`config.mk`:
```
export PLATFORM = sky130hd
export DESIGN_NAME = ref_step_machine
export DESIGN_NICKNAME = d
export VERILOG_FILES = /design/src/rtl/ref_pkg.sv /design/src/rtl/ref_decode.sv /design/src/rtl/ref_alu.sv /design/src/rtl/ref_regfile.sv /design/src/rtl/ref_step_machine.sv
export SDC_FILE = /design/constraint.sdc
export NUM_CORES = 1
export LEC_CHECK = 0
export BUFFER_PORTS_ARGS = -buffer_cell sky130_fd_sc_hd__buf_2
export CAP_MARGIN = 20
export CELL_PAD_IN_SITES_DETAIL_PLACEMENT = 0
export CELL_PAD_IN_SITES_GLOBAL_PLACEMENT = 2
export CORE_ASPECT_RATIO = 0.5
export CORE_MARGIN = 2
export CORE_UTILIZATION = 30
export CTS_BUF_LIST = sky130_fd_sc_hd__clkbuf_2
export CTS_CLUSTER_SIZE = 40
export DETAILED_ROUTE_END_ITERATION = 10
export PLACE_DENSITY = 0.75
export SKIP_CTS_REPAIR_TIMING = 1
export SYNTH_ARGS = -nofsm -noshare
export SYNTH_HDL_FRONTEND = slang
export SYNTH_SLANG_ARGS = --single-unit
```
`constraint.sdc`:
```
create_clock -name clk -period 4.5 [get_ports clk]
set_input_delay 0.45 -clock clk [delete_from_list [all_inputs] [get_ports clk]]
set_output_delay 0.45 -clock clk [all_outputs]
set_load 0.05 [all_outputs]
```
`src/rtl/ref_pkg.sv`:
```
package ref_pkg;
  typedef enum logic [1:0] {
    OP_ADD = 2'd0,
    OP_SUB = 2'd1,
    OP_AND = 2'd2,
    OP_XOR = 2'd3
  } op_e;
endpackage

```
`src/rtl/ref_decode.sv`:
```
module ref_decode
  import ref_pkg::*;
#(
  parameter int PC_W = 4,
  parameter int RA_W = 3
) (
  input  logic [PC_W-1:0] pc_i,
  output op_e             op_o,
  output logic [RA_W-1:0] src1_o,
  output logic [RA_W-1:0] src2_o,
  output logic [RA_W-1:0] dest_o,
  output logic [PC_W-1:0] npc_o
);
  function automatic logic [RA_W-1:0] reg_sel(input logic [PC_W-1:0] p, input int mul, input int add);
    return RA_W'(int'(p) * mul + add);
  endfunction

  always_comb begin
    op_o   = op_e'(2'(int'(pc_i) * 3 + 1));
    src1_o = reg_sel(pc_i, 5, 2);
    src2_o = reg_sel(pc_i, 3, 0);
    dest_o = reg_sel(pc_i, 3, 2);
    npc_o  = pc_i + PC_W'(1);
  end
endmodule

```
`src/rtl/ref_alu.sv`:
```
module ref_alu
  import ref_pkg::*;
#(
  parameter int DATA_W = 8
) (
  input  op_e               op_i,
  input  logic [DATA_W-1:0] a_i,
  input  logic [DATA_W-1:0] b_i,
  output logic [DATA_W-1:0] y_o
);
  function automatic logic [DATA_W-1:0] calc(input op_e op, input logic [DATA_W-1:0] a, input logic [DATA_W-1:0] b);
    unique case (op)
      OP_ADD:  return a + b;
      OP_SUB:  return a - b;
      OP_AND:  return a & b;
      default: return a ^ b;
    endcase
  endfunction

  assign y_o = calc(op_i, a_i, b_i);
endmodule

```
`src/rtl/ref_regfile.sv`:
```
module ref_regfile #(
  parameter int RA_W   = 3,
  parameter int DATA_W = 8,
  localparam int NREG  = 1 << RA_W,
  localparam int FLAT_W = NREG * DATA_W
) (
  input  logic              clk,
  input  logic              rst_n,
  input  logic              load_en,
  input  logic [FLAT_W-1:0] load_data,
  input  logic              we,
  input  logic [RA_W-1:0]   wa,
  input  logic [DATA_W-1:0] wd,
  input  logic [RA_W-1:0]   ra1,
  input  logic [RA_W-1:0]   ra2,
  output logic [DATA_W-1:0] rd1,
  output logic [DATA_W-1:0] rd2,
  output logic [FLAT_W-1:0] flat_o
);
  logic [DATA_W-1:0] mem [NREG];

  function automatic logic [DATA_W-1:0] init_val(input int idx);
    return DATA_W'(idx * 17 + 3);
  endfunction

  for (genvar i = 0; i < NREG; i++) begin : g_reg
    always_ff @(posedge clk or negedge rst_n) begin
      if (!rst_n)                         mem[i] <= init_val(i);
      else if (load_en)                   mem[i] <= load_data[i*DATA_W +: DATA_W];
      else if (we && wa == RA_W'(i))      mem[i] <= wd;
    end
    assign flat_o[i*DATA_W +: DATA_W] = mem[i];


    keep_other_chk: assert property (@(posedge clk) disable iff (!rst_n)
      (we && !load_en && wa != RA_W'(i)) |=> $stable(mem[i]));
  end

  assign rd1 = mem[ra1];
  assign rd2 = mem[ra2];


  wr_dest_chk: assert property (@(posedge clk) disable iff (!rst_n)
    (we && !load_en) |=> mem[$past(wa)] == $past(wd));
endmodule

```
`src/rtl/ref_step_machine.sv`:
```
module ref_step_machine
  import ref_pkg::*;
#(
  parameter int PC_W    = 4,
  parameter int RA_W    = 3,
  parameter int DATA_W  = 8,
  parameter int PC_INIT = 0,
  localparam int NREG   = 1 << RA_W,
  localparam int FLAT_W = NREG * DATA_W
) (
  input  logic              clk,
  input  logic              rst_n,
  input  logic              step_i,
  input  logic              project_i,
  input  logic [PC_W-1:0]   ld_pc_i,
  input  logic [FLAT_W-1:0] ld_rf_i,
  output logic [PC_W-1:0]   pc_o,
  output logic [FLAT_W-1:0] rf_o
);
  logic [PC_W-1:0]   pc_q, npc;
  op_e               op;
  logic [RA_W-1:0]   s1, s2, dst;
  logic [DATA_W-1:0] a, b, y;
  logic              step_fire;

  assign step_fire = step_i && !project_i;

  ref_decode #(.PC_W(PC_W), .RA_W(RA_W)) u_dec (
    .pc_i(pc_q), .op_o(op), .src1_o(s1), .src2_o(s2), .dest_o(dst), .npc_o(npc)
  );

  ref_alu #(.DATA_W(DATA_W)) u_alu (.op_i(op), .a_i(a), .b_i(b), .y_o(y));

  ref_regfile #(.RA_W(RA_W), .DATA_W(DATA_W)) u_rf (
    .clk(clk), .rst_n(rst_n), .load_en(project_i), .load_data(ld_rf_i),
    .we(step_fire), .wa(dst), .wd(y), .ra1(s1), .ra2(s2),
    .rd1(a), .rd2(b), .flat_o(rf_o)
  );

  always_ff @(posedge clk or negedge rst_n) begin
    if (!rst_n)         pc_q <= PC_W'(PC_INIT);
    else if (project_i) pc_q <= ld_pc_i;
    else if (step_fire) pc_q <= npc;
  end

  assign pc_o = pc_q;


  load_state_chk: assert property (@(posedge clk) disable iff (!rst_n)
    project_i |=> (pc_o == $past(ld_pc_i)) && (rf_o == $past(ld_rf_i)));

  pc_advance_chk: assert property (@(posedge clk) disable iff (!rst_n)
    step_fire |=> pc_o == PC_W'($past(pc_o) + PC_W'(1)));

  idle_hold_chk: assert property (@(posedge clk) disable iff (!rst_n)
    (!step_i && !project_i) |=> $stable(pc_o) && $stable(rf_o));
endmodule

```
=== After elaboration in Yosys (flattened, before gate mapping) ===
Index checks and enable logic that the tools add are counted.
Widths: inputs -> output; s select.

* $lt $le $gt $ge: 2
* Multiply operators: 2
* Muxes and demuxes: 25
* Reduce and logical (&&, ||, !) cells: 21
* Bitwise gates (word level): 4
* Eq/ne operators: 9
* Add/subtract/negate cells: 6

{| class="wikitable"
|+ Operators with widths
! kind !! number
|-
| $mux 8 || 20
|-
| $bmux 8 s3 || 2
|-
| $pmux 8 s3 || 1
|-
| $reduce_bool 2->1 || 9
|-
| $eq 3x3->1 const B || 4
|-
| $logic_and 1x1->1 || 9
|-
| $add 8x8->8 || 1
|-
| $and 8x8->8 || 1
|-
| $ge 4x4->1 const B || 2
|-
| $mux 4 || 2
|-
| $not 3->4 || 2
|-
| $sub 8x8->8 || 1
|-
| $xor 8x8->8 || 1
|-
| $add 3x3->3 const B || 2
|-
| $eq 3x2->1 const B || 2
|-
| $add 4x1->4 const B || 1
|-
| $mul 4x2->3 const B || 1
|-
| $mul 4x3->3 const B || 1
|-
| $eq 3x1->1 const B || 1
|-
| $logic_not 3->1 || 1
|-
| $add 2x1->2 const B || 1
|-
| $eq 2x1->1 const B || 1
|-
| $eq 2x2->1 const B || 1
|-
| $logic_not 2->1 || 1
|-
| $logic_not 1->1 || 1
|}

* Register bits after elaboration: 68
* Output and inout bits: 68
* Input bits: 72

=== Depth between registers and ports, before layout ===
* Word-level depth: 10
* Mapped depth: 19
* Gate-level depth less buffers: 17

=== Cells and area by module ===
Synthesis repeated with hierarchy kept, for this count alone.

* Cells, all modules: 483
* Area, all modules: 5,201.2 µm²

{| class="wikitable"
|+ By module, submodules not included
! module !! instances !! area each (µm²) !! cells each
|-
| ref_regfile || 1 || 4,127.7 || 351
|-
| ref_alu || 1 || 723.2 || 94
|-
| ref_step_machine || 1 || 197.7 || 19
|-
| ref_decode || 1 || 152.6 || 19
|}

=== Worst setup path after synthesis ===
Ideal clock, no wire load.

* Path kind: register -> register
* From: register pc_q[0], in the netlist pc_o[0]
* To: register u_rf.mem (netlist bit u_rf.flat_o[15])
* Required time: 4.357 ns
* Data arrival time: 5.030 ns
* Buffers on the path: 2
* Clock period less this slack: 5.172 ns
* Library setup time: 0.143 ns
* Cell stages (with the launch flop): 15
* Path slack: -0.672 ns
* Cells stage by stage: dfrtp_1 -> buf_2 -> inv_1 -> ha_1 -> xor2_2 -> clkbuf_1 -> mux4_2 -> mux2_2 -> ha_1 -> or3_1 -> a211o_1 -> o211a_1 -> xnor2_1 -> a221oi_2 -> o31ai_1

* Cells in the longest elaborated chain, start to end: 10

{| class="wikitable"
|+ Ends and longest elaborated chain
! what !! RTL line !! text
|-
| from (decl) || ref_step_machine.sv:20 || <nowiki>logic [PC_W-1:0] pc_q, npc;</nowiki>
|-
| from (signal assigned) || ref_step_machine.sv:41 || <nowiki>if (!rst_n) pc_q <= PC_W'(PC_INIT);</nowiki>
|-
| from (signal assigned) || ref_step_machine.sv:42 || <nowiki>else if (project_i) pc_q <= ld_pc_i;</nowiki>
|-
| from (signal assigned) || ref_step_machine.sv:43 || <nowiki>else if (step_fire) pc_q <= npc;</nowiki>
|-
| $mul 4x3->3 || ref_decode.sv:15 || <nowiki>return RA_W'(int'(p) * mul + add);</nowiki>
|-
| $add 3x3->3 || ref_decode.sv:15 ||
|-
| $not 3->4 (implied by the code) || ref_regfile.sv:39 || <nowiki>assign rd1 = mem[ra1];</nowiki>
|-
| $bmux 8 s3 || ref_regfile.sv:39 ||
|-
| $mux 8 (implied by the code) (2 in series) || ref_regfile.sv:39 ||
|-
| $sub 8x8->8 (tied with other cells) || ref_alu.sv:14 || <nowiki>OP_SUB: return a - b;</nowiki>
|-
| $pmux 8 s3 || ref_alu.sv:12 || <nowiki>unique case (op)</nowiki>
|-
| $mux 8 || ref_regfile.sv:30 || <nowiki>else if (we && wa == RA_W'(i)) mem[i] <= wd;</nowiki>
|-
| $mux 8 || ref_regfile.sv:29 || <nowiki>else if (load_en) mem[i] <= load_data[i*DATA_W +: DATA_W];</nowiki>
|-
| to (signal, indexed assignment) || ref_regfile.sv:28 || <nowiki>if (!rst_n) mem[i] <= init_val(i);</nowiki>
|-
| to (signal, indexed assignment) || ref_regfile.sv:29 ||
|-
| to (signal, indexed assignment) || ref_regfile.sv:30 ||
|-
| to (decl) || ref_regfile.sv:20 || <nowiki>logic [DATA_W-1:0] mem [NREG];</nowiki>
|}

Parallel ways exist; a longest one is shown, timed or not. The select of a mux whose other input is x is not followed.
A chain may end at the register's enable or synchronous reset.

=== Worst setup path after layout ===
* From: register pc_q[1], in the netlist pc_o[1]
* To: register u_rf.mem (netlist bit u_rf.flat_o[31])

The elaborated chain is that of the path after synthesis.

==> metrics.txt <==
run status complete, no violations; worst path setup slack after routing 261 ps; Iteration-0 DRC Markers 398; Min-Delay Path Class in -> reg; cell area after layout 0.00624 sq mm; destination of the worst register-to-register timing path u_rf.flat_o[31]; async set or reset register ratio after synthesis 1.00; estimated wirelength of the detail-placed design 14,300 microns; commonest cells in the netlist 81 x nand2_1, 56 x a22oi_1, 41 x dfrtp_1; count of mapped cells out of synthesis 481; vias per std cell 5.44; Final Core Density 0.399; final worst clock skew 36.6 ps; placeable core region 0.0156 sq mm; area added between synthesis and finish 28.3%; leading register cell type out of synthesis dfrtp_1; post-synthesis cell area between 0.004 and 0.005 sq mm; number of setup violations in the final report 0; sequential cell area fraction in the yosys report 0.357; Worst Setup Path Type reg -> reg; register bit total from synthesis 68; most common cell in the synthesized netlist nand2_1; clock tree from TritonCTS built; largest net degree at the start of global routing 74; all-layer global routing usage 0.217; leakage component of the power 0.00294 uW; Max-cap violations 0; full die area 0.0173 sq mm; post-DR wirelength/cell 21.6 microns; Total Wirelength about 18,000 microns; required arrival time at the worst endpoint approximately 5000 ps; proportion of layout cells with a drive suffix above 1 0.402; Die Y-Extent 94.0 microns; most area-consuming cells after synthesis dfrtp_1 21%, dfstp_2 15%, mux4_2 12%; worst slew pin tran 965 ps; number of global-route vias before repair about 4,500; clock-pin slew reported for the worst setup and hold paths after clock tree synthesis 200 ps; Setup crit start pc_o[1]; maximum root-to-sink buffer count 2; total overflow reported by the global router 0; Num CTS Buffers 9; count of different cell masters after synthesis 48; PortBufs 139; residual antenna-violating net count after detailed routing 0; critical path fanouts, max 8; Yosys Warn Count 0; number of top-level pins 140; antenna fix cells 0; end point of the critical path u_rf.flat_o[31]; crit share post-route 0.942; initial antenna violation count 0; Worst IR Drop VDD 0.225 mV; via count of the routed design between 4,000 and 5,000; library cell with the largest summed area after synthesis dfrtp_1; worst rel slew slack 0.352; number of cell instances on the worst register-to-register path 18; num rows 32; final hold violations 0; Tot Pwr 3780 uW; Final min period 4240 ps; Synth top area share 0.211; net count after synthesis 578; number of filler instances in the final layout 1,610; setup slack of the worst register-to-register path between 200 and 300 ps; arrival time of the worst setup path 4700 ps; placed cell areas 0.00597 sq mm; CP Capture Type register; worst setup timing slack at the placement stage 65.9 ps; power density normalized to cell area ~610 mW/mm^2; global-route wire length before repair 27,700 microns; highest attainable clock frequency ~240 MHz; iteration count of the initial detailed-routing pass 6; die boundary width between 150 and 200 microns; final-stage net count ~740; initial core utilization 0.311; maximum level of the CTS H-tree 3; Startpoint Class register; # DRC 0; reg-to-reg critical path startpoint pc_o[1]; fin. max-slew vios 0; number of enable-type register cells in the synthesized netlist 0; clock net sink count 68; insertion delay to the later sink of the worst-skew pair 560 ps; buffer type at the clock tree root clkbuf_2; final estimated routing congestion in global placement roughly 0.84; average instance area after synthesis 10.1 sq um
==> per-stage QoR <==
stage / TNS [ps] / instances / hold WS, ps
6_report: 0 / 848 / 105
2_1_floorplan: 0 / 481 / 154
4_1_cts: 0 / 846 / -98.1
3_3_place_gp: 0 / 830 / 536
5_1_grt: -47.7 / 848 / 80.5
3_5_place_dp: 0 / 830 / 538
==> kinds of logic after synthesis <==
group                    Yosys count  synth area share
adder cells (fa/ha/maj)           25            0.0659
buffers and inverters             41            0.0358
AND/OR/NAND/NOR                  139             0.117
XOR/XNOR                          20            0.0443
flip-flops                        68             0.357
multiplexers                      49             0.177
AO/OA/AOI/OAI                    139             0.203
==> state kept, by name, summed over array words and instances (netlist names) <==
signal	count
pc_o	4
u_rf.flat_o	64
==> power by group <==
| group | switching, uW | total, uW | internal (uW) | leakage, uW |
|---|---|---|---|---|
| clock | 246 | 545 | 299 | 0.000103 |
| combinational | 1430 | 2410 | 981 | 0.00205 |
| sequential | 113 | 828 | 715 | 0.000780 |
| total | 1780 | 3780 | 1990 | 0.00294 |
==> worst max-delay path, cell delays in order, from the launching register on <==
cell and delay, ps:
dfrtp_2 440, buf_4 190, ha_1 380, xor2_4 320, mux2i_2 330, ha_1 160, nor2_1 40, a21oi_1 250
inv_1 80, ha_1 270, nor2b_1 130, o21ai_0 200, a21oi_1 120, a211o_1 280, o211a_1 150, xnor2_1 270
a221oi_4 110, buf_12 200, o31ai_1 230
==> cell type report <==
class,instances,area [sq um],share of cell area
multi-input combinational,372,3020,0.484
clock buffer,10,50.0,0.00802
tap,204,255,0.0409
inverter,17,63.8,0.0102
sequential,68,1740,0.279
clock inverter,6,136,0.0219
timing repair buffer,171,975,0.156
==> metal layers <==
layer / share of wire / wire, microns / global-route usage / vias up
li1: - / - / - / 2121
met1: 0.50 / 9110 / 0.329 / 2321
met2: 0.43 / 7810 / 0.312 / 158
met3: 0.072 / 1320 / 0.0570 / 14
met4: 0.0058 / 106 / 0.0320 / 0
met5: 0 / 0 / 0 / -
==> how the worst min path moves through the flow <==
stage               startpoint         endpoint  slack (ps)  cells past startpoint
2_1_floorplan            rst_n          pc_o[0]         150                      0
3_3_place_gp   u_rf.flat_o[20]  u_rf.flat_o[20]         540                      2
3_5_place_dp   u_rf.flat_o[20]  u_rf.flat_o[20]         540                      2
4_1_cts                  rst_n  u_rf.flat_o[41]        -100                      1
5_1_grt            ld_rf_i[51]  u_rf.flat_o[51]          80                      3
6_report            ld_pc_i[2]          pc_o[2]         100                      3
==> layout by cell type (no fill, tap or decap), types with 14 or more instances in the layout <==
cell	netlist	layout
buf_4	0	27
o21ai_0	26	23
buf_2	4	139
inv_1	17	17
dfrtp_1	41	39
mux2i_1	16	14
nor2_1	33	33
dfstp_2	27	27
a22oi_1	56	56
nand2_1	81	81
mux4_2	25	25
ha_1	24	22
Power figures use the tool's default switching activity.
